===== config.mk =====
export PLATFORM = sky130hd
export DESIGN_NAME = rx_event_reporter
export DESIGN_NICKNAME = d
export VERILOG_FILES = /design/src/rtl/rx_event_reporter.sv
export SDC_FILE = /design/constraint.sdc
export NUM_CORES = 1
export LEC_CHECK = 0
export BUFFER_PORTS_ARGS = -buffer_cell sky130_fd_sc_hd__buf_2
export CAP_MARGIN = 20
export CORE_AREA = 2 2 39 41
export CTS_CLUSTER_SIZE = 24
export DETAILED_ROUTE_END_ITERATION = 10
export DIE_AREA = 0 0 41 43
export PLACE_DENSITY_LB_ADDON = 0.12
export SLEW_MARGIN = 20
export SYNTH_ARGS = -nofsm -noshare
export SYNTH_HDL_FRONTEND = slang
export SYNTH_SLANG_ARGS = --single-unit

===== constraint.sdc =====
create_clock -name clk -period 1.2 [get_ports clk]
set_clock_uncertainty 0.1 [all_clocks]
set_input_delay 0.12 -clock clk [delete_from_list [all_inputs] [get_ports clk]]
set_output_delay 0.12 -clock clk [all_outputs]
set_load 0.03 [all_outputs]

===== src/rtl/rx_event_reporter.sv =====
module rx_event_reporter (
  input  logic       clk,
  input  logic       rst_n,
  input  logic       err_clr_n,
  input  logic       word_ev,
  input  logic       ctrl_ev,
  input  logic       host_rd,
  input  logic       err_bitcnt,
  input  logic       err_parity,
  input  logic       err_sync,
  input  logic       wi_in,
  input  logic       burst_end,
  output logic       word_stb_n,
  output logic       ctrl_stb_n,
  output logic [1:0] err_code,
  output logic       ovf,
  output logic       wi_out
);

  localparam logic [1:0] CODE_NONE = 2'b00;
  localparam logic [1:0] CODE_BITS = 2'b01;
  localparam logic [1:0] CODE_PAR  = 2'b10;
  localparam logic [1:0] CODE_SYNC = 2'b11;

  logic       latch_full;
  logic       in_burst;
  logic       wi_hold;
  logic [1:0] ev_code;
  logic       any_ev;
  logic       overrun;

  assign any_ev  = word_ev | ctrl_ev;
  assign overrun = word_ev & latch_full & ~host_rd;
  assign wi_out  = wi_hold;

  always_comb begin
    ev_code = CODE_NONE;
    if (any_ev) begin
      if (err_sync)                 ev_code = CODE_SYNC;
      else if (err_parity & word_ev) ev_code = CODE_PAR;
      else if (err_bitcnt)          ev_code = CODE_BITS;
    end
  end

  always_ff @(posedge clk) begin
    if (!rst_n) begin
      word_stb_n <= 1'b1;
      ctrl_stb_n <= 1'b1;
      err_code   <= CODE_NONE;
      ovf        <= 1'b0;
      latch_full <= 1'b0;
      in_burst   <= 1'b0;
      wi_hold    <= 1'b0;
    end else begin
      word_stb_n <= ~word_ev;
      ctrl_stb_n <= ~ctrl_ev;
      latch_full <= word_ev | (latch_full & ~host_rd);
      if (!err_clr_n || err_code == CODE_NONE)
        err_code <= ev_code;
      ovf <= (ovf & err_clr_n) | overrun;
      if (word_ev && !in_burst)
        wi_hold <= wi_in;
      in_burst <= burst_end ? 1'b0 : (in_burst | word_ev);
    end
  end

endmodule


Yosys cells after proc, flatten, opt, wreduce, memory -nomap -nowiden

Cells that the tools add are included.

Bits in registers: 8
Output and inout bits: 6
Word-level logic and storage cells: 30

Multiplexer cells: 4
Bitwise operators: 13
Reductions and logical operators: 6

Operators by type and width:

| cell              | count |
|---|---|
| $mux 2            | 3 |
| $and 1x1->1       | 5 |
| $not 1->1         | 4 |
| $or 1x1->1        | 4 |
| $logic_not 1->1   | 2 |
| $logic_not 2->1   | 1 |
| $reduce_or 2->1   | 1 |
| $logic_and 1x1->1 | 1 |
| $logic_or 1x1->1  | 1 |
| $mux 1            | 1 |

Longest topological paths before layout

Depth after elaboration: 4
Gate-level depth with buffers: 4
Mapped depth without buffers: 3

Worst setup path before layout

Ideal clock, no wire load.

Kind: reg-to-reg
Start: register err_code[0]
End: register err_code[1]
Setup time: 0.066 ns
Arrival: 0.812 ns
Required time: 1.034 ns
Path slack: 0.223 ns
Stages on the path, launching flop included: 3
Path buffers: 0
Period minus slack after synthesis: 0.977 ns
Path through: dfxtp_1 -> a211o_1 -> a21boi_2

Cells in the longest elaborated chain, start to end: 2

RTL lines:

| what                   | RTL line | source |
|---|---|---|
| start, declared        | 15       | `output logic [1:0] err_code,` |
| start signal, assigned | 59       | `err_code <= ev_code;` |
| $logic_not 2->1        | 58       | `if (!err_clr_n \|\| err_code == CODE_NONE)` |
| $logic_or 1x1->1       | 58       |  |

No other way between the ends.
A chain may end at the register's enable or synchronous reset.

Worst setup path in the final report

Start: input ctrl_ev
End: register err_code[1]

Cells in the longest elaborated chain, start to end: 2

RTL lines:

| what            | RTL line | source |
|---|---|---|
| start, declared | 6        | `input logic ctrl_ev,` |
| $or 1x1->1      | 32       | `assign any_ev = word_ev \| ctrl_ev;` |
| $mux 2          | 38       | `if (any_ev) begin` |

No other way between the ends.

==> results.txt <==
The cell sitting at the root of the clock tree is a sky130_fd_sc_hd__clkbuf_4. The delay of the slowest critical-path stage is 0.52 ns. The share of total power dissipated in sequential elements is 48.9%. Walking the worst path, the cells encountered are dlygate4sd3_1 > buf_2 > nor2_2 > a211o_1 > a21boi_2. After clock tree synthesis, the clock-pin slew on the worst setup and hold paths is 0.06 ns. STA classifies the critical path startpoint as an input pin. The final layout contains 63 nets. The total grt overflow is 0.

Power comes to 0.594 mW. Static timing analysis puts the maximum clock frequency at 0.898 GHz. The number of buffers created by CTS came out at 3.

The switching power as a share of total power came out at 25.7%. The worst slack on hold paths is 0.00395 ns. The first-iteration detailed-routing DRC count came out at 1. The via count of the routed design is 279.

The cell area after layout is 435 µm². In the layout the commonest cells are sky130_fd_sc_hd__buf_2, sky130_fd_sc_hd__dfxtp_1, sky130_fd_sc_hd__nand2_1. In this run the worst path has a maximum fanout of 2. TritonCTS built the clock tree. The critical path is of the input pin to flip-flop type. The tool flagged a number of max-cap violations equal to 0.

The portion of the post-synthesis area used by sequential elements came out at 52.7%. The worst-case IR drop observed on VDD is 0.475 mV. The combinational power share is 17.0%. The family with the most delay on the worst path is buffers and inverters. Relative to the synthesized area, the layout overhead comes to 43.2%.

The netlist uses 18 different library cells. The number of gates resized after CTS came out at 0. The max-slew violation count is 0. The area of the mapped netlist came out at 304 µm².

The worst slew slack as a fraction of its limit came out at 89.7%. The final critical-path setup slack came out at 0.0870 ns. The number of placement rows is 14. The wire length per cell after detailed routing came out at 10.3 µm. The worst setup path is captured at a flip-flop. The layout cell share with drive strength beyond 1 is 44.0%. The count of buffering cells on the critical path with inverters included is 2. The sum of negative setup slack is 0 ns. The number of iterations in the first detailed-routing pass is 2. The overall die height is 43 µm. The number of hold-slack violations in the final timing report is 0. The fraction of the cycle the final worst path needs came out at 92.7%. Clock tree synthesis found a total of 8 sinks.

At the placement stage, the worst setup path has a slack of 0.259 ns. The starting utilization of the core area is 22.0%. The first global-routing pass estimated 1090 µm of wire. The number of global-route vias before repair is 284. The detail route stage leaves a number of antenna-violating nets equal to 0. The H-tree depth came out at 1. Routability-driven placement finished with a final weighted congestion of 0.636. The number of antenna diodes in the final layout is 0. The buffer depth of the longest clock path is 2. The number of top-level pins is 17. The synthesized netlist cell count is 31.

Setup repair after global routing left no endpoint under its margin. The power per cell area is 1360 nW/µm². At the pin with the least slew margin, the transition time is 0.154 ns. The number of warnings printed during yosys synthesis came out at 0. The minimum clock period after layout is 1.11 ns. The die outline width is 41 µm. The initial antenna violation count is 0. The final layout contains routed wiring with a total length of 681 µm. The analysis attributes to cell leakage a power of 0.202 nW.

The final-report setup violation count came out at 0. The run finished with clean final reports. The slowest library cell on the worst path is sky130_fd_sc_hd__dlygate4sd3_1. The net count after synthesis is 42. The die covers 1760 µm². The tightest min-delay check is of the input pin to flip-flop type.

The number of design rule violations left after detail routing came out at 0. The switching component of the power is 0.153 mW. The core area came out at 1380 µm². The setup slack of the most critical reg-to-reg path is 0.25 ns. The synthesized flop and latch total is 8. Leaving out fill and tap cells, the most frequent cell in the layout is sky130_fd_sc_hd__buf_2. The clock latency on the worst-skew pair came out at 0.25 ns. The number of port buffers came out at 16. The maximum number of pins on one net before global-route repair came out at 10. The required time of the critical path came out at 1.28 ns. The cell area after placement is 393 µm². The cell internal power dissipation came out at 0.441 mW. The mean cell area of the mapped netlist is 9.81 µm². The worst endpoint data arrival time is 1.19 ns.

The global-route usage over all layers came out at 9.17%. The mean number of vias per cell is 4.23. The portion of total power attributed to the clock network came out at 34.2%.
## power by group through the flow
stage | Combinational, mW | Clock, mW | Sequential (mW)
floorplan | 0.0374 | 0 | 0.321
global placement | 0.0950 | 0 | 0.294
detailed placement | 0.0978 | 0 | 0.296
CTS | 0.103 | 0.211 | 0.290
global route | 0.112 | 0.224 | 0.292
finish | 0.101 | 0.203 | 0.290
## synth_stat cells
master	count	area [µm²]
sky130_fd_sc_hd__nand2_1	4	15.0
sky130_fd_sc_hd__nand3b_1	1	7.51
sky130_fd_sc_hd__nor2_1	1	3.75
sky130_fd_sc_hd__a21boi_2	1	11.3
sky130_fd_sc_hd__nand3_1	1	5.00
sky130_fd_sc_hd__buf_4	1	7.51
sky130_fd_sc_hd__mux2i_1	1	10.0
sky130_fd_sc_hd__o21ai_0	1	5.00
sky130_fd_sc_hd__dfxtp_1	8	160
sky130_fd_sc_hd__o21a_1	1	7.51
sky130_fd_sc_hd__nor3b_1	1	7.51
sky130_fd_sc_hd__nor2b_1	3	18.8
sky130_fd_sc_hd__and2b_2	1	8.76
sky130_fd_sc_hd__nor2_2	1	6.26
sky130_fd_sc_hd__clkbuf_1	1	3.75
sky130_fd_sc_hd__a22oi_1	1	7.51
sky130_fd_sc_hd__a21oi_1	2	10.0
sky130_fd_sc_hd__a211o_1	1	8.76
## final cells by class
| cell class | count | area (µm²) |
|---|---|---|
| timing repair buffer | 18 | 100 |
| sequential | 8 | 160 |
| tap | 16 | 20.0 |
| multi-input combinational | 21 | 133 |
| fill | 157 | 948 |
| clock buffer | 3 | 22.5 |
## cells by family (layout without fill, tap and decap cells)
group                  count (synthesis)  in the layout  synth area share (%)
and+or+nand+nor                       13             13                  23.9
buffers and inverters                  2             21                  3.70
AOI/OAI and AO/OA                      7              7                  16.5
DFF                                    8              8                  52.7
muxes                                  1              1                  3.29
## per-stage QoR
stage          cells  utilization, %
2_1_floorplan     31               -
5_1_grt           66            31.5
3_3_place_gp      61            28.4
4_1_cts           66            31.5
6_report          66            31.5
3_5_place_dp      61            28.4
## worst reg2reg max path, stage by stage, from the launching register on
cell                      delay, ns
sky130_fd_sc_hd__dfxtp_1       0.31
sky130_fd_sc_hd__and2b_2       0.21
sky130_fd_sc_hd__mux2i_1       0.17
sky130_fd_sc_hd__nor2b_1       0.06
## state kept, by name (all words and copies together), names as in the netlist
register	cells
word_stb_n	1
ctrl_stb_n	1
err_code	2
in_burst	1
ovf	1
latch_full	1
wi_out	1
## repair_timing
action                     in CTS  in global routing
hold buffers                    2                  0
hold endpoints to repair        2                  0
setup endpoints to repair       0                  0
setup buffers                   0                  0
## per-layer routing
layer	up-vias	routed length, µm	track usage (%)
met2	10	321	13.4
met4	0	0	4.00
met3	0	54	3.14
met1	125	305	11.7
li1	144	-	-
met5	-	0	0
## final timing paths
kind	to	cells after the start	start
max	err_code[1]	5	ctrl_ev
min	word_stb_n	2	word_ev
max reg2reg	wi_out	3	in_burst
min reg2reg	in_burst	2	in_burst
Power figures use the tool's default switching activity.
